File: src/rtl/cinv_pkg.sv
package cinv_pkg;
  localparam int CTL_W       = 2;
  localparam int CTL_EN_BIT  = 0;
  localparam int CTL_INV_BIT = 1;

  typedef struct packed {
    logic valid;
    logic dirty;
  } line_state_t;
endpackage

File: src/rtl/cinv_ctl_reg.sv
module cinv_ctl_reg
  import cinv_pkg::*;
(
  input  logic             clk,
  input  logic             rst,
  input  logic             we,
  input  logic [CTL_W-1:0] wdata,
  input  logic             busy,
  output logic             start,
  output logic [CTL_W-1:0] rdata
);
  logic en_q;
  logic inv_q;

  // a pending trigger is consumed by the walker on the next edge
  assign start = inv_q;

  always_ff @(posedge clk) begin
    if (rst) begin
      en_q  <= 1'b0;
      inv_q <= 1'b0;
    end else begin
      if (we) en_q <= wdata[CTL_EN_BIT];
      if (inv_q)
        inv_q <= 1'b0;
      else if (we && !busy && wdata[CTL_INV_BIT] && wdata[CTL_EN_BIT])
        inv_q <= 1'b1;
    end
  end

  always_comb begin
    rdata = '0;
    rdata[CTL_EN_BIT]  = en_q;
    rdata[CTL_INV_BIT] = inv_q;
  end
endmodule

File: src/rtl/cinv_walker.sv
module cinv_walker #(
  parameter int SETS  = 64,
  parameter int IDX_W = $clog2(SETS)
) (
  input  logic             clk,
  input  logic             rst,
  input  logic             start,
  output logic             busy,
  output logic             clr_we,
  output logic [IDX_W-1:0] clr_idx
);
  localparam logic [IDX_W-1:0] LAST = IDX_W'(SETS - 1);

  logic [IDX_W-1:0] idx_q;
  logic             busy_q;

  always_ff @(posedge clk) begin
    if (rst) begin
      busy_q <= 1'b0;
      idx_q  <= '0;
    end else if (!busy_q) begin
      if (start) begin
        busy_q <= 1'b1;
        idx_q  <= '0;
      end
    end else begin
      idx_q <= idx_q + 1'b1;
      if (idx_q == LAST) busy_q <= 1'b0;
    end
  end

  assign busy    = busy_q;
  assign clr_we  = busy_q;
  assign clr_idx = idx_q;
endmodule

File: src/rtl/cinv_state_array.sv
module cinv_state_array
  import cinv_pkg::*;
#(
  parameter int SETS  = 64,
  parameter int IDX_W = $clog2(SETS)
) (
  input  logic             clk,
  input  logic             rst,
  input  logic             we,
  input  logic [IDX_W-1:0] waddr,
  input  line_state_t      wdata,
  input  logic [IDX_W-1:0] core_raddr,
  output logic             core_valid,
  input  logic [IDX_W-1:0] bus_raddr,
  output line_state_t      bus_rdata
);
  line_state_t lines [SETS];

  always_ff @(posedge clk) begin
    if (rst) begin
      for (int i = 0; i < SETS; i++) lines[i] <= '0;
    end else if (we) begin
      lines[waddr] <= wdata;
    end
  end

  always_ff @(posedge clk) begin
    if (rst) begin
      core_valid <= 1'b0;
      bus_rdata  <= '0;
    end else begin
      core_valid <= lines[core_raddr].valid;
      bus_rdata  <= lines[bus_raddr];
    end
  end
endmodule

File: src/rtl/cache_inval_seq.sv
module cache_inval_seq
  import cinv_pkg::*;
#(
  parameter int SETS  = 64,
  parameter int IDX_W = $clog2(SETS)
) (
  input  logic             clk,
  input  logic             rst,
  input  logic             ctl_we,
  input  logic [1:0]       ctl_wdata,
  output logic [1:0]       ctl_rdata,
  input  logic             fill_we,
  input  logic [IDX_W-1:0] fill_idx,
  input  logic             fill_dirty,
  input  logic             core_req,
  input  logic [IDX_W-1:0] core_idx,
  output logic             core_hit,
  output logic             core_stall,
  input  logic             bus_req,
  input  logic [IDX_W-1:0] bus_idx,
  output logic             bus_hit,
  output logic             bus_dirty,
  output logic             busy
);
  logic             start;
  logic             walk_busy;
  logic             clr_we;
  logic [IDX_W-1:0] clr_idx;
  logic             arr_we;
  logic [IDX_W-1:0] arr_waddr;
  line_state_t      arr_wdata;
  logic             core_valid;
  line_state_t      bus_rd;
  logic             core_ok_q;
  logic             bus_ok_q;

  cinv_ctl_reg u_ctl (
    .clk   (clk),
    .rst   (rst),
    .we    (ctl_we),
    .wdata (ctl_wdata),
    .busy  (walk_busy),
    .start (start),
    .rdata (ctl_rdata)
  );

  cinv_walker #(.SETS(SETS), .IDX_W(IDX_W)) u_walk (
    .clk     (clk),
    .rst     (rst),
    .start   (start),
    .busy    (walk_busy),
    .clr_we  (clr_we),
    .clr_idx (clr_idx)
  );

  // the clear has priority; fills are dropped for the whole walk
  always_comb begin
    arr_we    = clr_we | (fill_we & ~walk_busy);
    arr_waddr = clr_we ? clr_idx : fill_idx;
    arr_wdata = clr_we ? line_state_t'('0) : '{valid: 1'b1, dirty: fill_dirty};
  end

  cinv_state_array #(.SETS(SETS), .IDX_W(IDX_W)) u_arr (
    .clk        (clk),
    .rst        (rst),
    .we         (arr_we),
    .waddr      (arr_waddr),
    .wdata      (arr_wdata),
    .core_raddr (core_idx),
    .core_valid (core_valid),
    .bus_raddr  (bus_idx),
    .bus_rdata  (bus_rd)
  );

  // qualifiers registered alongside the array read
  always_ff @(posedge clk) begin
    if (rst) begin
      core_ok_q <= 1'b0;
      bus_ok_q  <= 1'b0;
    end else begin
      core_ok_q <= core_req & ~walk_busy;
      bus_ok_q  <= bus_req & ~walk_busy;
    end
  end

  assign core_hit   = core_ok_q & core_valid;
  assign bus_hit    = bus_ok_q & bus_rd.valid;
  assign bus_dirty  = bus_ok_q & bus_rd.valid & bus_rd.dirty;
  assign busy       = walk_busy;
  assign core_stall = walk_busy;
endmodule

File: config.mk
export PLATFORM = sky130hd
export DESIGN_NAME = cache_inval_seq
export DESIGN_NICKNAME = d
export VERILOG_FILES = /design/src/rtl/cinv_pkg.sv /design/src/rtl/cinv_ctl_reg.sv /design/src/rtl/cinv_walker.sv /design/src/rtl/cinv_state_array.sv /design/src/rtl/cache_inval_seq.sv
export SDC_FILE = /design/constraint.sdc
export NUM_CORES = 1
export LEC_CHECK = 0
export BUFFER_PORTS_ARGS = -buffer_cell sky130_fd_sc_hd__buf_2
export CAP_MARGIN = 20
export CORE_MARGIN = 1
export CORE_UTILIZATION = 45
export CTS_CLUSTER_DIAMETER = 120
export CTS_CLUSTER_SIZE = 28
export DETAILED_ROUTE_END_ITERATION = 7
export PLACE_DENSITY = 0.71
export SYNTH_ARGS = -nofsm -noshare
export SYNTH_HDL_FRONTEND = slang
export SYNTH_HIERARCHICAL = 1
export SYNTH_SLANG_ARGS = --single-unit
File: constraint.sdc
create_clock -name clk -period 2.88 [get_ports clk]
set_clock_uncertainty 0.05 [all_clocks]
set_input_delay 0.432 -clock clk [delete_from_list [all_inputs] [get_ports clk]]
set_output_delay 0.432 -clock clk [all_outputs]
set_load 0.05 [all_outputs]
After elaboration in Yosys (flattened, before gate mapping):

Memories as Yosys holds them, arrays and structs flattened. A register that Yosys moved wholly into a read port is not among the register bits.
Index checks and enable logic that the tools add are counted.

* register bits: 11
* RAM bits: 128
* bits of input ports: 27
* output and inout bits: 7
* logic and storage cells: 40
* memories: 1

Memories
* u_arr.lines: words 64, bits a word 2, rd ports 2, clocked after Yosys merged registers in 2, write ports 64, RTL line cinv_state_array.sv:17 `line_state_t lines [SETS];`

* add/sub/neg operators: 1
* equal/unequal tests: 1
* muxes and demuxes: 16
* bitwise operators: 8
* reductions and logical operators: 7

Operator list (count)
* $mux W6: 4
* $mux W1: 10
* $add A6 B1 Y6 const B: 1
* $and A1 B1 Y1: 6
* $eq A6 B6 Y1 const B: 1
* $mux W2: 2
* $reduce_or A2 Y1: 2
* $logic_and A1 B1 Y1: 3
* $reduce_bool A2 Y1: 1
* $logic_not A1 Y1: 1
* $not A1 Y1: 1
* $or A1 B1 Y1: 1

Depth between registers and ports, before layout:

Gate-level depths: netlist (run 1).

* word-level depth: 8
* gate-level depth with buffers: 9

By module:

The synthesis (run 1) kept the hierarchy.

By module, submodules not included
* cinv_state_array: times used 1, cells each 586, area each 7121.8 µm²
* cinv_walker: times used 1, cells each 39, area each 355.3 µm²
* cache_inval_seq: times used 1, cells each 19, area each 203.9 µm²
* cinv_ctl_reg: times used 1, cells each 9, area each 88.8 µm²

Least setup slack after synthesis (run 1):

OpenSTA, ideal clock, no wires.

* kind: register to register
* from: register u_walk.busy_q, in the netlist u_walk/busy
* to: memory u_arr/lines[0][0] (netlist name) (enable)
* arrival time: 2386 ps
* slack: 147 ps
* stages on the path, launching flop included: 9
* buffers on the path: 3
* cell sequence: dfxtp_1 -> buf_4 -> buf_6 -> mux2_4 -> nand3b_1 -> nor3_1 -> clkbuf_1 -> nand2_1 -> nand2_1

RTL lines
* start: declaration: RTL line cinv_walker.sv:15 `logic busy_q;`
* start signal: assignment: RTL line cinv_walker.sv:19 `busy_q <= 1'b0;`
* start signal: assignment: RTL line cinv_walker.sv:23 `busy_q <= 1'b1;`
* start signal: assignment: RTL line cinv_walker.sv:28 `if (idx_q == LAST) busy_q <= 1'b0;`
* end: declaration: RTL line cinv_state_array.sv:17

==> results of run 1 <==
synthesized netlist by cell type (all sizes together) (8+ instances only):
| cell | instances |
|---|---|
| and3 | 130 |
| buf | 26 |
| nand2 | 139 |
| dfxtp | 14 |
| nand3 | 8 |
| nor2 | 15 |
| clkbuf | 50 |
| a21oi | 8 |
| mux4 | 50 |
| inv | 8 |
| edfxtp | 128 |
| mux2i | 15 |
power by group through the flow:
stage	clock, mW	sequential (mW)	combinational, mW
2_1_floorplan	0	2.38	0.340
3_3_place_gp	0	2.40	0.452
3_5_place_dp	0	2.40	0.467
4_1_cts	2.50	2.36	0.469
5_1_grt	2.58	2.36	0.504
6_report	2.48	2.36	0.473
metrics by stage:
step	hold slack, ns	area, um^2
final	0.203	8750
after global routing	0.201	8750
after CTS	0.186	8750
after detailed placement	0.421	8080
after global placement	0.402	8080
after floorplan	0.394	7770
final cells by class:
cell class / instances / area share [%]
Sequential cell: 142 / 47.1
Multi-Input combinational cell: 427 / 37.7
Clock buffer: 17 / 4.86
Timing Repair Buffer: 58 / 4.03
Tap cell: 220 / 3.15
Clock inverter: 15 / 2.79
Inverter: 8 / 0.343
flip-flops by register name, indices dropped and copies added, names as in the netlist:
register,flops
u_ctl/en_q,1
u_walk/clr_idx,6
u_walk/busy,1
u_arr/bus_rdata,2
bus_ok_q,1
u_arr/core_valid,1
u_ctl/start,1
u_arr/lines,128
core_ok_q,1
path summary, 6_finish.rpt:
check             depth (start not counted)                  to  slack (ns)
setup / recovery                          7  u_arr/lines[14][1]        0.43
hold / removal                            3         u_ctl/start        0.20
setup reg to reg                          7  u_arr/lines[14][1]        0.43
hold reg to reg                           2          u_ctl/en_q        0.44
routing by layer:
metal  routed length [um]  vias up  GRT usage [%]
met5                    0        -              0
met4                  474        0           8.71
met2                 9530      215           37.8
met3                 1000       41           4.60
met1                 7650     2651           26.8
li1                     -     2426              -
worst min-delay path: stages:
cell and delay, ns:
buf_2 0.10, nand2b_1 0.07, nor4_2 0.04
cell families after synthesis:
group           Yosys count  share of synthesized area [%]
simple gates            325                           21.4
flops                   142                           53.1
buf+inv                  84                           4.81
mux                      71                           17.7
compound gates           30                           2.88
fa+ha+maj                 1                          0.161
==> impl_metrics.yaml, run 1 <==
worst_setup_path:
  worstPathArrival_ns: 2.54
  slowest_stage: "dfxtp_1"
  cp_max_fo: 24
  r2r_start: "u_walk/busy"
  path_class: "reg2reg"
  cp-end-kind: "flop"
  critical_path.max_stage_delay_ns: 0.64
  cp_num_buf_inv: 2
  critical-path-top-delay-family: "flip-flops"
  setup.worst_path.start: "u_walk/busy"
  required_ns: 2.96
  crit_chain: "buf_4 > mux2_4 > nand2b_1 > nor2_1 > buf_4 > nand2_1 > nand2_1"
  start_kind: "flop"
synth:
  yosysSeqAreaShare_pct: 53.1
  synth_top_cell_by_area: "edfxtp_1"
  synth_seq_cells: 142
  syn_inst: 653
  netlist_area_um2: 7770
  synth_edf_count: 128
  synthArstFlopShare_pct: 0
  synthTopCellsByArea: "edfxtp_1, mux4_2, and3_1"
  synthDominantCellAreaShare_pct: 49.5
  syn_nets: 681
  yosysUniqueCellTypes: 48
  ys_warn_count: 6
  synth_area_per_cell_um2: 11.9
  synth_ff_type: "edfxtp_1"
placement:
  dp.cells: 855
  dp_slack_ns: 0.399
  io_buffers: 33
  gp_congestion: 0.866
  hpwl_um: 11800
floorplanning:
  io_pins: 34
  dieArea_um2: 17800
  die_x_um: 133
  coreArea_um2: 16700
  fp.dieH_um: 133
  rows: 47
  start_util_pct: 46.5
sta:
  hold_violations: 0
  rsz0062_at_grt: "no"
  drv_slew: 0
  setup_viol_count_final: 0
  max_slew_margin_pct: 38.9
  worstMarginPinSlew_ns: 0.916
  setup-tns-final_ns: 0
  setup_slack_ns: 0.427
  min_period_ns: 2.45
  fmax_mhz: 408
  period_share_pct: 85.2
clocking:
  ctsHoldBuffers: 0
  clock_sink_count: 142
  cts_setup_buffers: 0
  cts_resized: 0
  numCtsBuffers: 17
  insertion_delay_ns: 0.43
  cts.htree.levels: 4
  cts_tree: "yes"
  cts.clk_slew.worst_paths_ns: 0.06
  root_buffer: "clkbuf_16"
  clockBufferDepth: 2
route:
  wire_per_inst_um: 21.0
  drtAntennaViolNets: 0
  vias_per_cell: 6.01
  wl_um: 18700
  dr.pass1.iters: 5
  vias: 5333
  drc: 0
  drt_iter0_markers: 644
final_layout:
  fin_nets: 682
  instances_no_fill: 887
  diodes: 0
  utilization_pct: 52.4
  multiInputGateArea_um2: 3300
  drive_gt1_share_pct: 23.4
  syn_to_final_growth_pct: 12.6
  final_common_cell: "nand2_1"
  seqCellArea_um2: 4120
  fillerInstances: 1363
  final_cell_mix: "nand2_1, and3_1, edfxtp_1"
global_routing:
  antenna_found_initial: 0
  gr-usage-all-layers_pct: 21.9
  grt_max_degree: 65
  grt_pass1_wl_um: 28800
  grt_pass1_vias: 5229
  overflow: 0
pwr:
  pwr-share-comb_pct: 8.9
  power_density_nw_per_um2: 607
  leakagePower_nw: 3.74
  p_switching_mw: 1.19
  pwr-share-clk_pct: 46.7
  power_mw: 5.31
  internal_power_mw: 4.12
  ir_drop_uv: 386
  seq_power_share_pct: 44.4
  swShare_pct: 22.4
run:
  cap_viol_max_count: 0
outcome:
  status: "finished clean"
min_path:
  min_path_type: "in2reg"
  min_from: "ctl_wdata[1]"
No activity file was read; power rests on OpenSTA's default activity.
==> inputs of run 2 (changes only) <==
- CTS_BUF_LIST: not set -> sky130_fd_sc_hd__clkbuf_8
- TNS_END_PERCENT: not set -> 1
- clock period: 2.88 -> 2.81 ns (I/O delays scaled with it)
==> impl_metrics.yaml, run 2 (synthesis results as in run 1) <==
outcome:
  status: "finished clean"
run:
  cap_viol_max_count: 0
final_layout:
  syn_to_final_growth_pct: 8.62
  final_common_cell: "nand2_1"
  largest_reg_flops: 128
  fillerInstances: 1423
  fin_nets: 682
  final_cell_mix: "nand2_1, and3_1, edfxtp_1"
  max_flop_register: "u_arr/lines"
  utilization_pct: 50.5
  multiInputGateArea_um2: 3300
  seqCellArea_um2: 4120
  diodes: 0
  drive_gt1_share_pct: 22.8
floorplanning:
  rows: 47
  die_x_um: 133
  start_util_pct: 46.5
  coreArea_um2: 16700
  io_pins: 34
  dieArea_um2: 17800
  fp.dieH_um: 133
clocking:
  cts_setup_buffers: 0
  root_buffer: "clkbuf_8"
  insertion_delay_ns: 0.45
  cts_tree: "yes"
  cts.clk_slew.worst_paths_ns: 0.07
  cts.htree.levels: 4
  cts_resized: 0
  numCtsBuffers: 17
  ctsHoldBuffers: 0
  clock_sink_count: 142
  clockBufferDepth: 2
pwr:
  seq_power_share_pct: 55.4
  swShare_pct: 24.7
  leakagePower_nw: 3.63
  p_switching_mw: 1.08
  pwr-share-comb_pct: 11.1
  internal_power_mw: 3.28
  ir_drop_uv: 296
  power_density_nw_per_um2: 517
  pwr-share-clk_pct: 33.6
route:
  wire_per_inst_um: 20.4
  vias: 5254
  wl_um: 18100
  dr.pass1.iters: 5
  drtAntennaViolNets: 0
  drt_iter0_markers: 612
  vias_per_cell: 5.92
  drc: 0
global_routing:
  grt_pass1_vias: 5130
  overflow: 0
  gr-usage-all-layers_pct: 21.2
  grt_pass1_wl_um: 28000
  antenna_found_initial: 0
  grt_max_degree: 65
worst_setup_path:
  start_kind: "flop"
  worstPathArrival_ns: 2.40
  required_ns: 2.92
  path_class: "reg2reg"
  reg2regPathDepth: 7
  cp-end-kind: "flop"
  r2r_start: "u_walk/busy"
  setup.worst_path.start: "u_walk/busy"
  cp_max_fo: 24
sta:
  setup_viol_count_final: 0
  fmax_mhz: 436
  hold_violations: 0
  rsz0062_at_grt: "no"
  setup-tns-final_ns: 0
  min_period_ns: 2.29
  worstMarginPinSlew_ns: 0.983
  max_slew_margin_pct: 34.5
  period_share_pct: 81.5
  drv_slew: 0
min_path:
  min_from: "ctl_wdata[1]"
  min_path_cells: 3
  min_path_type: "in2reg"
placement:
  gp_congestion: 0.821
  hpwl_um: 11700
  io_buffers: 33
[run 2: per-layer routing]
layer / routed length [um] / up-vias / global-route usage, % / part of all wire (%)
li1: - / 2421 / - / -
met1: 7350 / 2606 / 26.9 / 41
met2: 9240 / 191 / 35.7 / 51
met3: 991 / 36 / 3.12 / 5.5
met4: 494 / 0 / 10.5 / 2.7
met5: 0 / - / 0 / 0
[run 2: through the flow]
stage | worst slack, ns | cells | cell area (um^2) | hold slack (ns) | power (mW)
6_report | 0.519 | 887 | 8440 | 0.178 | 4.36
5_1_grt | 0.362 | 887 | 8440 | 0.158 | 4.50
4_1_cts | 0.516 | 887 | 8440 | 0.150 | 4.38
3_5_place_dp | 0.399 | 855 | 8090 | 0.416 | 2.94
3_3_place_gp | 0.446 | 855 | 8090 | 0.403 | 2.92
2_1_floorplan | 0.0768 | 653 | 7770 | 0.394 | 2.79
[run 2: path summary, 6_finish.rpt]
| check | slack (ns) | to |
|---|---|---|
| max | 0.52 | u_arr/lines[15][0] |
| min | 0.18 | u_ctl/start |
| max reg2reg | 0.52 | u_arr/lines[15][0] |
| min reg2reg | 0.42 | u_ctl/en_q |
[run 2: cell type report]
type	count	area share (%)
sequential	142	48.9
clock buffer	19	3.10
tap	220	3.26
clock inverter	13	1.02
timing repair buffer	58	4.33
multi-input combinational	427	39.1
inverter	8	0.356
[run 2: power by group through the flow]
stage	registers, mW	logic (mW)	clock network, mW
after floorplan	2.44	0.349	0
after global placement	2.45	0.463	0
after detailed placement	2.46	0.477	0
after CTS	2.41	0.477	1.49
after global routing	2.42	0.517	1.57
final	2.41	0.483	1.46
[run 2: worst max-delay path, cell delays in order (launching register included)]
cell,delay [ns]
dfxtp_1,0.51
buf_4,0.29
mux2_4,0.35
nand2b_1,0.16
nor2_1,0.15
buf_4,0.27
nand2_1,0.08
nand2_1,0.14
==> inputs of run 3 (changes only) <==
- ABC_AREA: not set -> 1
- PLACE_DENSITY: 0.71 -> 0.74
- clock period: 2.81 -> 2.05 ns (I/O delays scaled with it)
==> impl_metrics.yaml, run 3 <==
synth:
  synth_edf_count: 128
  syn_inst: 990
  synth_top_cell_by_area: "edfxtp_1"
  ys_top_cells_by_count: "nand2_1, nand3_1, nor2_1"
  ys_warn_count: 6
  synthTopCellsByArea: "edfxtp_1, nand2_1, nand3_1"
  netlist_area_um2: 7780
  syn_nets: 1018
  synth_area_per_cell_um2: 7.86
  yosysMostFrequentCell: "nand2_1"
  synth_ff_type: "edfxtp_1"
  synthArstFlopShare_pct: 0
  yosysSeqAreaShare_pct: 53.0
  synthDominantCellAreaShare_pct: 49.4
  synth_seq_cells: 142
  yosysUniqueCellTypes: 28
floorplanning:
  dieArea_um2: 17800
  fp.dieH_um: 133
  io_pins: 34
  start_util_pct: 46.4
  die_x_um: 133
  coreArea_um2: 16800
  rows: 47
sta:
  max_slew_margin_pct: 56.9
  fmax_mhz: 537
  drv_slew: 0
  hold_violations: 0
  min_period_ns: 1.86
  setup-tns-final_ns: 0
  worstMarginPinSlew_ns: 0.646
  rsz0062_at_grt: "no"
  period_share_pct: 90.9
  setup_viol_count_final: 0
worst_setup_path:
  path_class: "reg2reg"
  cp_max_fo: 8
  start_kind: "flop"
  worstPathArrival_ns: 1.98
  required_ns: 2.17
  cp-end-kind: "flop"
final_layout:
  drive_gt1_share_pct: 12.6
  finish.instance_area_um2: 8630
  final_common_cell: "nand2_1"
  final_cell_mix: "nand2_1, nand3_1, nor2_1"
  syn_to_final_growth_pct: 11.0
  fin_nets: 1053
  largest_reg_flops: 128
  max_flop_register: "u_arr/lines"
  diodes: 0
pwr:
  leakagePower_nw: 3.86
  power_density_nw_per_um2: 730
  power_mw: 6.30
  ir_drop_uv: 433
route:
  vias_per_cell: 5.46
  drc: 0
  vias: 6873
  wire_per_inst_um: 16.7
  wl_um: 21000
  drt_iter0_markers: 757
  drtAntennaViolNets: 0
  dr.pass1.iters: 7
global_routing:
  gr-usage-all-layers_pct: 25.0
  grt_pass1_vias: 6629
  grt_pass1_wl_um: 33700
  grt_max_degree: 65
  overflow: 0
  antenna_found_initial: 0
clocking:
  cts_tree: "yes"
  insertion_delay_ns: 0.46
  cts_resized: 0
  clockBufferDepth: 2
  clock_sink_count: 142
  cts.clk_slew.worst_paths_ns: 0.08
  numCtsBuffers: 17
  cts.htree.levels: 4
  root_buffer: "clkbuf_8"
min_path:
  min_path_type: "in2reg"
outcome:
  status: "finished clean"
placement:
  gp_congestion: 0.871
  io_buffers: 33
  place_area_um2: 8240
  hpwl_um: 13800
run:
  cap_viol_max_count: 0
run 3: timing repair:
item | CTS | global route
buffers inserted | 0 | 0
hold buffers | 1 | 0
hold endpoints to repair | 1 | 0
run 3: where the power goes:
group | internal (mW) | switching [mW] | leakage [nW] | total (mW)
clock | 1.17 | 1.08 | 0.195 | 2.25
sequential | 3.25 | 0.0505 | 1.44 | 3.30
combinational | 0.229 | 0.526 | 2.23 | 0.756
total | 4.65 | 1.65 | 3.86 | 6.30
run 3: logic make-up (layout without fill, tap and decap cells):
| group | Yosys count | after routing | share of synthesized area (%) |
|---|---|---|---|
| compound gates | 12 | 12 | 0.836 |
| fa+ha+maj | 1 | 1 | 0.161 |
| buf+inv | 93 | 141 | 6.34 |
| flops | 142 | 142 | 53.0 |
| simple gates | 742 | 742 | 39.7 |
run 3: final timing paths:
kind / from / end / slack, ns / cells after the start
min reg2reg: u_ctl/en_q / u_ctl/en_q / 0.42 / 2
max: u_walk/busy / u_arr/lines[15][1] / 0.19 / 8
max reg2reg: u_walk/busy / u_arr/lines[15][1] / 0.19 / 8
min: bus_req / bus_ok_q / 0.03 / 3
run 3: through the flow:
step           util, %  worst slack (ns)  std cells  hold slack, ns
6_report          51.5             0.187       1258          0.0258
5_1_grt           51.5            0.0279       1258          0.0160
4_1_cts           51.5             0.193       1258         0.00537
3_5_place_dp      49.1             0.218       1225           0.410
3_3_place_gp      49.1             0.258       1225           0.405
2_1_floorplan        -          -0.00157        990           0.320
run 3: routing by layer:
layer  vias to the layer above  track usage, %  wire, um
li1                       3301               -         -
met1                      3158            32.8      8340
met2                       376            40.8     10100
met3                        38            4.98      2080
met4                         0            9.79       468
met5                         -               0         0
run 3: final cells by class:
class / count / area, um^2
clock buffer: 17 / 234
fill: 1602 / 8130
tap: 220 / 275
timing repair buffer: 76 / 553
sequential: 142 / 4130
multi-input combinational: 755 / 3170
inverter: 33 / 124
clock inverter: 15 / 155
run 3: critical path, stage by stage, from the launching register on:
cell,delay (ns)
dfxtp_2,0.35
inv_2,0.12
nand2_1,0.07
nand2_1,0.21
inv_2,0.12
nor3_4,0.18
buf_4,0.23
nand2_1,0.13
nand2_1,0.11
